## config.mk

```make
export PLATFORM = sky130hd
export DESIGN_NAME = pgate_ctrl
export DESIGN_NICKNAME = d
export VERILOG_FILES = /design/src/rtl/pgc_pkg.sv /design/src/rtl/pgc_sat_counter.sv /design/src/rtl/pgc_idle_timer.sv /design/src/rtl/pgc_residency.sv /design/src/rtl/pgate_ctrl.sv
export SDC_FILE = /design/constraint.sdc
export NUM_CORES = 1
export LEC_CHECK = 0
export ABC_AREA = 0
export ABC_CLOCK_PERIOD_IN_PS = 3960
export BUFFER_PORTS_ARGS = -buffer_cell sky130_fd_sc_hd__buf_2
export CAP_MARGIN = 30
export CORE_MARGIN = 2
export CORE_UTILIZATION = 57
export CTS_BUF_LIST = sky130_fd_sc_hd__clkbuf_16
export CTS_CLUSTER_DIAMETER = 80
export DETAILED_ROUTE_END_ITERATION = 16
export HOLD_SLACK_MARGIN = 0.08
export PLACE_DENSITY_LB_ADDON = 0.12
export SLEW_MARGIN = 20
export SYNTH_ARGS = -nofsm -noshare
export SYNTH_HDL_FRONTEND = slang
export SYNTH_SLANG_ARGS = --single-unit
```

## constraint.sdc

```tcl
create_clock -name clk_i -period 3.96 [get_ports clk_i]
set_input_delay 0.792 -clock clk_i [delete_from_list [all_inputs] [get_ports clk_i]]
set_output_delay 0.792 -clock clk_i [all_outputs]
set_load 0.02 [all_outputs]
```

## src/rtl/pgc_pkg.sv

```systemverilog
package pgc_pkg;
    typedef enum logic [1:0] {
        ST_RUN       = 2'd0,
        ST_GATE_WAIT = 2'd1,
        ST_GATED     = 2'd2,
        ST_WAKE      = 2'd3
    } pgc_state_t;
endpackage

```

## src/rtl/pgc_sat_counter.sv

```systemverilog
module pgc_sat_counter #(
    parameter int W = 16
) (
    input  logic         clk_i,
    input  logic         rst_ni,
    input  logic         clr_i,
    input  logic         inc_i,
    output logic [W-1:0] count_o
);
    localparam logic [W-1:0] MAXV = '1;

    always_ff @(posedge clk_i or negedge rst_ni) begin
        if (!rst_ni)
            count_o <= '0;
        else if (clr_i)
            count_o <= '0;
        else if (inc_i && (count_o != MAXV))
            count_o <= count_o + 1'b1;
    end
endmodule

```

## src/rtl/pgc_idle_timer.sv

```systemverilog
module pgc_idle_timer #(
    parameter int W = 16
) (
    input  logic         clk_i,
    input  logic         rst_ni,
    input  logic         clr_i,
    input  logic         inc_i,
    input  logic [W-1:0] limit_i,
    output logic         expire_o
);
    logic [W-1:0] cnt;

    pgc_sat_counter #(.W(W)) u_cnt (
        .clk_i   (clk_i),
        .rst_ni  (rst_ni),
        .clr_i   (clr_i),
        .inc_i   (inc_i),
        .count_o (cnt)
    );

    // The current idle edge would be the limit-th one.
    assign expire_o = ({1'b0, cnt} + {{W{1'b0}}, 1'b1}) >= {1'b0, limit_i};
endmodule

```

## src/rtl/pgc_residency.sv

```systemverilog
module pgc_residency #(
    parameter int W = 16
) (
    input  logic         clk_i,
    input  logic         rst_ni,
    input  logic         clr_i,
    input  logic         inc_i,
    input  logic [W-1:0] limit_i,
    output logic         met_o
);
    logic [W-1:0] cnt;

    pgc_sat_counter #(.W(W)) u_cnt (
        .clk_i   (clk_i),
        .rst_ni  (rst_ni),
        .clr_i   (clr_i),
        .inc_i   (inc_i),
        .count_o (cnt)
    );

    assign met_o = (cnt >= limit_i);
endmodule

```

## src/rtl/pgate_ctrl.sv

```systemverilog
module pgate_ctrl #(
    parameter int IDLE_W  = 16,
    parameter int BE_W    = 16,
    parameter int WASTE_W = 8
) (
    input  logic               clk_i,
    input  logic               rst_ni,
    input  logic               unit_busy_i,
    input  logic [IDLE_W-1:0]  idle_limit_i,
    input  logic [BE_W-1:0]    breakeven_limit_i,
    input  logic               gate_ack_i,
    input  logic               wake_ack_i,
    output logic               gate_req_o,
    output logic               repower_req_o,
    output logic               unit_ready_o,
    output logic               past_breakeven_o,
    output logic [WASTE_W-1:0] waste_count_o
);
    import pgc_pkg::*;

    pgc_state_t state_q, state_d;
    logic       wake_pend_q;
    logic       idle_expire;
    logic       be_met;
    logic       waste_inc;
    logic       in_run, in_gwait, in_gated;

    assign in_run   = (state_q == ST_RUN);
    assign in_gwait = (state_q == ST_GATE_WAIT);
    assign in_gated = (state_q == ST_GATED);

    pgc_idle_timer #(.W(IDLE_W)) u_idle (
        .clk_i    (clk_i),
        .rst_ni   (rst_ni),
        .clr_i    (!in_run || unit_busy_i),
        .inc_i    (in_run && !unit_busy_i),
        .limit_i  (idle_limit_i),
        .expire_o (idle_expire)
    );

    pgc_residency #(.W(BE_W)) u_res (
        .clk_i   (clk_i),
        .rst_ni  (rst_ni),
        .clr_i   (!in_gated),
        .inc_i   (in_gated),
        .limit_i (breakeven_limit_i),
        .met_o   (be_met)
    );

    pgc_sat_counter #(.W(WASTE_W)) u_waste (
        .clk_i   (clk_i),
        .rst_ni  (rst_ni),
        .clr_i   (1'b0),
        .inc_i   (waste_inc),
        .count_o (waste_count_o)
    );

    // Next state
    always_comb begin
        state_d = state_q;
        unique case (state_q)
            ST_RUN:
                if (!unit_busy_i && idle_expire) state_d = ST_GATE_WAIT;   // idle_expire
            ST_GATE_WAIT:
                if (gate_ack_i)
                    state_d = (unit_busy_i || wake_pend_q) ? ST_WAKE       // early_wake
                                                           : ST_GATED;     // gate_done
            ST_GATED:
                if (unit_busy_i) state_d = ST_WAKE;                        // demand
            ST_WAKE:
                if (wake_ack_i) state_d = ST_RUN;                          // wake_done
            default: state_d = ST_RUN;
        endcase
    end

    // State register and pending-activity flag
    always_ff @(posedge clk_i or negedge rst_ni) begin
        if (!rst_ni) begin
            state_q     <= ST_RUN;
            wake_pend_q <= 1'b0;
        end else begin
            state_q <= state_d;
            if (!in_gwait || gate_ack_i)
                wake_pend_q <= 1'b0;
            else if (unit_busy_i)
                wake_pend_q <= 1'b1;
        end
    end

    // Outputs and episode accounting
    always_comb begin
        gate_req_o       = 1'b0;
        repower_req_o    = 1'b0;
        unit_ready_o     = 1'b0;
        past_breakeven_o = 1'b0;
        unique case (state_q)
            ST_RUN:       unit_ready_o = 1'b1;
            ST_GATE_WAIT: gate_req_o   = 1'b1;
            ST_GATED: begin
                gate_req_o       = 1'b1;
                past_breakeven_o = be_met;
            end
            ST_WAKE:      repower_req_o = 1'b1;
            default:      unit_ready_o = 1'b0;
        endcase
        waste_inc = (state_d == ST_WAKE) && (state_q != ST_WAKE) && !be_met;
    end
endmodule

```

Word level (Yosys, flattened, before mapping) --
Cells that the tools add are included.
Operators by class: $add $sub $neg 4, $mul 0, div/mod/pow operators 0, order comparisons 2, equality and inequality tests 9, shifts and indexed selects 0, multiplexer cells 16, bitwise operators 0, reductions and logical operators 18
Operators by type and width (number):
- 16-bit 2-to-1 mux | 4
- 16-bit by 1-bit adder with 16-bit output, second input constant | 2
- 16-bit != test, second input constant | 2
- 16-bit by 1-bit adder with 17-bit output, second input constant | 1
- 17-bit by 16-bit greater-or-equal comparator with 1-bit output | 1
- 16-bit greater-or-equal comparator | 1
- 8-bit by 1-bit adder with 8-bit output, second input constant | 1
- 2-bit 2-to-1 mux | 4
- 8-bit != test, second input constant | 1
- 2-bit one-hot mux with 4 select lines | 1
- 1-bit logical AND | 7
- 1-bit 2-to-1 mux | 7
- 2-bit == test, second input constant | 3
- 1-bit logical NOT | 4
- 2-bit nonzero test | 2
- 1-bit logical OR | 3
- 2-bit by 1-bit == test with 1-bit output, second input constant | 1
- 2-bit logical NOT | 1
- 2-bit by 1-bit != test with 1-bit output, second input constant | 1
- 2-bit != test, second input constant | 1
- 2-bit OR reduction | 1
Word-level totals: register bits 43, bits in latches 0, memory bits (writable) 0, memory bits (read-only) 0, input bits 37, output and inout bits 12, word-level logic and storage cells 54, memories kept 0

Logic depth before layout (Yosys ltp) --
Gate-level depths: netlist of the first run.
depth after elaboration 9, mapped depth 15, depth with buffers taken out 15

Cells and area by module --
Synthesis of the first run repeated with hierarchy kept, for this count alone.
Second synthesis, totals: cells, all modules 421, area total of the unflattened synthesis 3663.5 µm²
Modules (own cells, without submodules):
- pgc_sat_counter (u_idle.u_cnt ...) | times used 2, cells an instance 98, area each 942.2 µm², sequential area each 400.4 µm²
- pgc_idle_timer | times used 1, cells an instance 90, area each 648.1 µm², sequential area each 0.0 µm²
- pgc_sat_counter (u_waste) | times used 1, cells an instance 49, area each 464.2 µm², sequential area each 200.2 µm²
- pgc_residency | times used 1, cells an instance 55, area each 399.1 µm², sequential area each 0.0 µm²
- pgate_ctrl | times used 1, cells an instance 31, area each 267.8 µm², sequential area each 75.1 µm²

Worst setup path after synthesis of the first run --
No wires, ideal clock.
path kind register to register, from reg u_idle.u_cnt.count_o[2], to reg u_waste.count_o[1], setup time 125 ps, data arrival time 3089 ps, data required time 3835 ps, setup slack 746 ps, cell stages (with the launch flop) 16, buffers on the path 0, clock period less this slack 3214 ps, path through dfrtp_1 and4_1 and4_1 and2_1 nand4_1 nor2_1 xnor2_1 inv_1 ha_1 nand2_1 nor2_1 a21oi_1 o211ai_1 a2111oi_4 nand3_4 mux2_4
On the way: longest elaborated chain between the ends 9
Ends and longest elaborated chain:
- from (decl) | line pgc_sat_counter.sv:8 | output logic [W-1:0] count_o
- from (signal assigned) | line pgc_sat_counter.sv:18 | count_o <= count_o + 1'b1;
- 16-bit by 1-bit adder with 17-bit output | line pgc_idle_timer.sv:22 | assign expire_o = ({1'b0, cnt} + {{W{1'b0}}, 1'b1}) >= {1'b0, limit_i};
- 17-bit by 16-bit greater-or-equal comparator with 1-bit output | line pgc_idle_timer.sv:22
- 1-bit logical AND | line pgate_ctrl.sv:63 | if (!unit_busy_i && idle_expire) state_d = ST_GATE_WAIT;
- 2-bit 2-to-1 mux | line pgate_ctrl.sv:63
- 2-bit one-hot mux with 4 select lines | line pgate_ctrl.sv:61 | unique case (state_q)
- 2-bit == test | line pgate_ctrl.sv:106 | waste_inc = (state_d == ST_WAKE) && (state_q != ST_WAKE) && !be_met;
- 1-bit logical AND (2 in series) | line pgate_ctrl.sv:106
- 1-bit logical AND | line pgc_sat_counter.sv:17 | else if (inc_i && (count_o != MAXV))
- to (signal assigned) | line pgc_sat_counter.sv:18
- to (decl) | line pgc_sat_counter.sv:8
Every way passes these cells. A chain may end at the register's enable or synchronous reset.

Worst setup path in the final report of the first run --
from reg u_idle.u_cnt.count_o[0], to reg u_waste.count_o[1]
Same word-level chain as after synthesis.

==> impl_metrics.tcl, run 1 <==
set metrics [dict create \
    status "complete, no violations" \
    holdBufCountCts 0 \
    wl_per_cell_um 13.3 \
    maxCapViolations 0 \
    reg2reg_to "u_waste.count_o[1]$_DFFE_PN0P_" \
    period_needed_ns 3.60 \
    rsz0062_at_grt "no" \
    num-fill-cells 419 \
    area_growth_pct 14.4 \
    grt_pass1_wl_mm 10.7 \
    synth-compound-area-share_pct 13.5 \
    clkTransAtPathRegs_ns 0.06 \
    reg2reg_slack_ns 0.36 \
    dp_cells 457 \
    antenna_found_initial 0 \
    drt-pass1-iter-count 4 \
    register_area_mm2 0.00108 \
    start_util_pct 60.0 \
    ys_ff_latch 43 \
    vias_per_cell 5.45 \
    ioPinCount 49 \
    core-area_mm2 0.00520 \
    min_path_type "register to register" \
    tightestPinTransition_ns 0.639 \
    h-tree-depth 2 \
    min_period_over_period_pct 90.8 \
    path_cells "ha_1, nand4_2, nor2_1, xnor2_1, inv_1, ha_1, a211oi_1, o21ai_0, o211ai_1, o211ai_1, a2111oi_4, nand3_4, mux2_4" \
    antenna_left 0 \
    netlist_instances 344 \
    timing.rr.start "u_idle.u_cnt.count_o[0]$_DFFE_PN0P_" \
    cp_max_fo 7 \
    cts_resized 0 \
    fin_ws_ns 0.363 \
    synth.net_count 420 \
    finalSetupViolCount 0 \
    drc 0 \
    root_buffer "clkbuf_16" \
    synth_xor_area_share_pct 8.69 \
    skew_ns 0.00232 \
    yosysTopAreaCellShare_pct 34.5 \
    grt_max_degree 44 \
    nets 470 \
    synth-simple-area-share_pct 20.4 \
    synthTopCellsByArea "dfrtp_1 34%, ha_1 16%, xnor2_1 6.2%" \
    critPathRequiredTime_ns 4.12 \
    synth_ff_type "dfrtp_1" \
    crit_path_top_delay_cell "a2111oi_4" \
    dp_hpwl_mm 4.60 \
    antenna_cells 0 \
    max_freq_ghz 0.278 \
    clk-insertion-delay-late_ns 0.28 \
    async_reset_ff_share_pct 100 \
    post_cts_buffers 0 \
    wirelength_mm 6.19 \
    seq_area_frac_synth_pct 34.5 \
    synth_adder_area_share_pct 15.6 \
    clock_path_buffers 2 \
    clkSinkCount 43 \
    crit_end "u_waste.count_o[1]$_DFFE_PN0P_" \
    arrival_ns 3.76 \
    r2r_cells 13 \
    portBuffers 48 \
    finalMaxSlewViolations 0 \
    critPathLaunchType "register" \
    vias 2532 \
    tritoncts.num_buffers 5 \
    power_density_mw_per_mm2 442 \
    die_width_um 78.0 \
    critical_path_class "register to register" \
    ir_drop_uv 570 \
    slowest_delay_ns 0.60 \
    grt_use_total_pct 21.8 \
    die_h_um 78.0 \
    synth_top_family_by_area "simple AND/OR/NAND/NOR gates" \
    globalplace.congestion 0.844 \
    die_area_mm2 0.00609 \
    multi_input_comb_area_mm2 0.00186 \
    rows 26 \
    yosys_warnings 0 \
    drive_gt1_share_pct 16.7 \
    synth_top_area_cell "dfrtp_1" \
    synth_area_mm2 0.00312 \
    synth_edf_count 0 \
    cts_tree "yes" \
    relSlewSlack_pct 57.4 \
    critPathLaunch "u_idle.u_cnt.count_o[0]$_DFFE_PN0P_" \
    drtIter0Drc 117 \
    whs_ns 0.482 \
    power.leakage_nw 1.87 \
    dp_slack_ns 0.401 \
    tns_ns 0 \
    synth_mux_area_share_pct 1.44 \
    instances_no_fill 465 \
    finalHoldViolations 0 \
    grt_pass1_vias 2390 \
    syn_avg_cell_area_um2 9.08 \
    synth.distinct_cells 47 \
    overflow 0 \
    cp-end-kind "register" \
]
critical path: cells and delay by family, from the launching register on:
| family | cells | cell delay (ns) |
|---|---|---|
| adders and majority gates | 2 | 0.58 |
| and+or+nand+nor | 3 | 0.52 |
| muxes | 1 | 0.31 |
| buffers and inverters | 1 | 0.07 |
| xor gates and xnor gates | 1 | 0.16 |
| AOI/OAI and AO/OA | 5 | 1.40 |
| DFF | 1 | 0.45 |
where the power goes:
| part | internal [mW] | switching [mW] | leakage, nW |
|---|---|---|---|
| clock network | 0.229 | 0.161 | 0.0649 |
| logic | 0.250 | 0.373 | 1.23 |
| registers | 0.494 | 0.0727 | 0.580 |
| total | 0.973 | 0.607 | 1.87 |
cells in the mapped netlist, types with 2 or more instances:
library cell / n
and3_1: 5
nor2b_1: 10
or3_1: 4
dfrtp_1: 43
o211ai_1: 3
nand2_1: 22
ha_1: 39
xnor2_1: 22
a21oi_1: 20
a211oi_1: 3
nand3_1: 14
nor3_1: 5
xor2_1: 9
and4_1: 6
a31oi_1: 3
and2_1: 2
nor3b_1: 2
mux2i_1: 3
a21o_1: 2
nand4_1: 13
o21bai_1: 2
o21ai_0: 9
nor2_1: 31
buf_1: 2
o21a_1: 3
o21ai_1: 2
clkbuf_1: 2
inv_1: 44
cells by family (layout without fill, tap and decap cells):
kind of cell / count (synthesis) / count (layout)
XOR/XNOR: 31 / 31
multiplexers: 4 / 4
buffers and inverters: 49 / 100
adder cells (fa/ha/maj): 39 / 39
AO/OA/AOI/OAI: 58 / 58
AND/OR/NAND/NOR: 120 / 120
flip-flops: 43 / 43
flip-flops by register name (all words and copies together) (netlist names):
name                  cells
state_q                   2
u_res.u_cnt.count_o      16
wake_pend_q               1
u_idle.u_cnt.count_o     16
u_waste.count_o           8
worst min path at each step:
stage	endpoint	start	slack [ns]	depth (start not counted)
after floorplan	wake_pend_q$_DFFE_PN0P_	wake_pend_q$_DFFE_PN0P_	0.45	1
after global placement	wake_pend_q$_DFFE_PN0P_	wake_pend_q$_DFFE_PN0P_	0.46	1
after detailed placement	wake_pend_q$_DFFE_PN0P_	wake_pend_q$_DFFE_PN0P_	0.47	1
after CTS	wake_pend_q$_DFFE_PN0P_	wake_pend_q$_DFFE_PN0P_	0.48	1
after global routing	wake_pend_q$_DFFE_PN0P_	wake_pend_q$_DFFE_PN0P_	0.49	1
final	wake_pend_q$_DFFE_PN0P_	wake_pend_q$_DFFE_PN0P_	0.48	1
placed cells by master (no fill, tap or decap), types with 3 or more instances in the layout:
cell,instances
or3_1,4
a211oi_1,3
o21ai_0,9
and4_1,6
nor3_1,5
clkbuf_16,5
xnor2_1,22
inv_1,44
nand2_1,22
ha_1,39
nand4_1,13
mux2i_1,3
and3_1,5
buf_2,47
o211ai_1,3
a21oi_1,20
o21a_1,3
dfrtp_1,43
nor2b_1,10
nand3_1,14
a31oi_1,3
nor2_1,31
xor2_1,9
per-stage QoR:
stage	power, mW	area, um^2	utilization, %
floorplan	1.03	3120	-
global placement	1.18	3430	65.9
detailed placement	1.19	3430	65.9
CTS	1.59	3570	68.6
global route	1.69	3570	68.7
finish	1.58	3570	68.7
final cells by class:
cell class                      instances  share of cell area, %
Clock buffer                            5                   3.50
Inverter                               44                   4.62
Sequential cell                        43                   30.1
Clock inverter                          3                  0.420
Multi-Input combinational cell        252                   52.1
Timing Repair Buffer                   48                   6.79
Tap cell                               70                   2.45
per-layer routing:
| layer | vias to the layer above | part of all wire [%] | track usage (%) |
|---|---|---|---|
| met5 | - | 0 | 0 |
| met3 | 8 | 3.5 | 3.68 |
| li1 | 1288 | - | - |
| met1 | 1179 | 47 | 29.5 |
| met4 | 0 | 1.2 | 6.14 |
| met2 | 57 | 48 | 36.2 |
(Power assumes the default switching activity.)
==> inputs of run 2 (changes only) <==
PLACE_DENSITY = 0.8   (was default)
PLACE_DENSITY_LB_ADDON = default   (was 0.12)
==> run 2 against run 1 <==
Against the previous run: combinational power up 3%; setup slack better by 0.00086 ns; highest routed layer unchanged; register-to-register slack about the same; sequential power about the same; sequential cell count unchanged; count of clock-buffer cells in the layout unchanged; fmax about the same.
==> impl_metrics.tcl, run 2 (synthesis results as in run 1) <==
set metrics [dict create \
    status "complete, no violations" \
    skew_ns 0.00184 \
    die_h_um 78.0 \
    nets 472 \
    ioPinCount 49 \
    dp_cells 457 \
    rows 26 \
    clkSinkCount 43 \
    holdBufCountCts 0 \
    drt-pass1-iter-count 4 \
    period_needed_ns 3.60 \
    antenna_cells 0 \
    antenna_left 0 \
    finalMaxSlewViolations 0 \
    arrival_ns 3.76 \
    relSlewSlack_pct 56.3 \
    timing.rr.start "u_idle.u_cnt.count_o[0]$_DFFE_PN0P_" \
    core-area_mm2 0.00520 \
    vias_per_cell 5.53 \
    power.leakage_nw 1.89 \
    switching_share_pct 38.0 \
    finalHoldViolations 0 \
    critPathLaunchType "register" \
    finalSetupViolCount 0 \
    p_comb_share_pct 40.2 \
    area_growth_pct 15.0 \
    wl_per_cell_um 13.8 \
    instances_no_fill 466 \
    grt_max_degree 44 \
    maxCapViolations 0 \
    drive_gt1_share_pct 17.2 \
    globalplace.congestion 0.885 \
    overflow 0 \
    clock_path_buffers 2 \
    portBuffers 48 \
    rsz0062_at_grt "no" \
    grt_pass1_vias 2400 \
    die_width_um 78.0 \
    dp_hpwl_mm 4.79 \
    tns_ns 0 \
    wirelength_mm 6.42 \
    max_freq_ghz 0.278 \
    drtIter0Drc 110 \
    min_path_type "input port to async pin" \
    pwr-share-seq_pct 35.6 \
    cp-end-kind "register" \
    min_period_over_period_pct 90.8 \
    cp_max_fo 7 \
    post_cts_buffers 0 \
    critPathLaunch "u_idle.u_cnt.count_o[0]$_DFFE_PN0P_" \
    final_cell_mix "48 x buf_2, 44 x inv_1, 43 x dfrtp_1, 39 x ha_1, 31 x nor2_1" \
    critPathRequiredTime_ns 4.13 \
    clk-insertion-delay-late_ns 0.28 \
    tritoncts.num_buffers 5 \
    cts_resized 0 \
    root_buffer "clkbuf_16" \
    reg2reg_slack_ns 0.36 \
    drc 0 \
    vias 2578 \
    ir_drop_uv 470 \
    layout_commonest_cell "buf_2" \
    start_util_pct 60.0 \
    grt_use_total_pct 22.2 \
    intPower_uw 987 \
    cts_tree "yes" \
    tightestPinTransition_ns 0.655 \
    critical_path_class "register to register" \
    antenna_found_initial 0 \
    whs_ns 0.451 \
    clkTransAtPathRegs_ns 0.06 \
    grt_pass1_wl_mm 11.0 \
    h-tree-depth 2 \
    reg_top3 "u_idle.u_cnt.count_o: 16 flops, u_res.u_cnt.count_o: 16 flops, u_waste.count_o: 8 flops" \
    switching_power_uw 604 \
    die_area_mm2 0.00609 \
    power_density_mw_per_mm2 443 \
    power.share.clock_pct 24.2 \
]
run 2: cell types whose count changed in the layout (fill, tap and decap cells not counted), sizes merged:
cell / delta
buf: +2
clkinvlp: -1
run 2: power groups by stage:
| stage | Combinational [mW] | Sequential [mW] | Clock (mW) |
|---|---|---|---|
| floorplan | 0.441 | 0.591 | 0 |
| global placement | 0.604 | 0.569 | 0 |
| detailed placement | 0.619 | 0.571 | 0 |
| CTS | 0.624 | 0.566 | 0.392 |
| global route | 0.709 | 0.575 | 0.407 |
| finish | 0.639 | 0.566 | 0.386 |
run 2: final cells by class:
class | instances | area, um^2
Multi-Input combinational cell | 252 | 1860
Fill cell | 426 | 1610
Sequential cell | 43 | 1080
Timing Repair Buffer | 50 | 268
Inverter | 44 | 165
Clock buffer | 5 | 125
Tap cell | 70 | 87.6
Clock inverter | 2 | 8.76
run 2: worst max-delay path: stages, from the launching register on:
cell       delay, ns
dfrtp_1         0.45
ha_1            0.28
nand4_2         0.21
nor2_1          0.18
xnor2_1         0.16
inv_1           0.08
ha_1            0.29
a211oi_1        0.30
o21ai_0         0.14
o211ai_1        0.12
o211ai_1        0.25
a2111oi_4       0.39
buf_4           0.21
nand3_4         0.09
mux2_4          0.32
run 2: worst paths after layout:
path / to / cells after the start
min reg2reg: wake_pend_q$_DFFE_PN0P_ / 1
min in group clk_i: wake_pend_q$_DFFE_PN0P_ / 1
max in group asynchronous: u_idle.u_cnt.count_o[3]$_DFFE_PN0P_ / 2
min: u_res.u_cnt.count_o[9]$_DFFE_PN0P_ / 1
max reg2reg: u_waste.count_o[1]$_DFFE_PN0P_ / 14
max: u_waste.count_o[1]$_DFFE_PN0P_ / 14
run 2: through the flow:
stage / power, mW / setup slack [ns] / utilization [%] / instance area (um^2)
floorplan: 1.03 / 0.746 / - / 3120
CTS: 1.58 / 0.351 / 68.5 / 3560
global route: 1.69 / 0.0635 / 69.0 / 3590
finish: 1.59 / 0.364 / 69.0 / 3590
detailed placement: 1.19 / 0.372 / 65.9 / 3430
global placement: 1.17 / 0.524 / 65.9 / 3430
run 2: layer usage:
metal | up-vias | track usage [%] | wire, um
li1 | 1291 | - | -
met1 | 1215 | 29.6 | 2990
met2 | 61 | 37.2 | 3100
met3 | 11 | 3.45 | 236
met4 | 0 | 7.02 | 96
met5 | - | 0 | 0
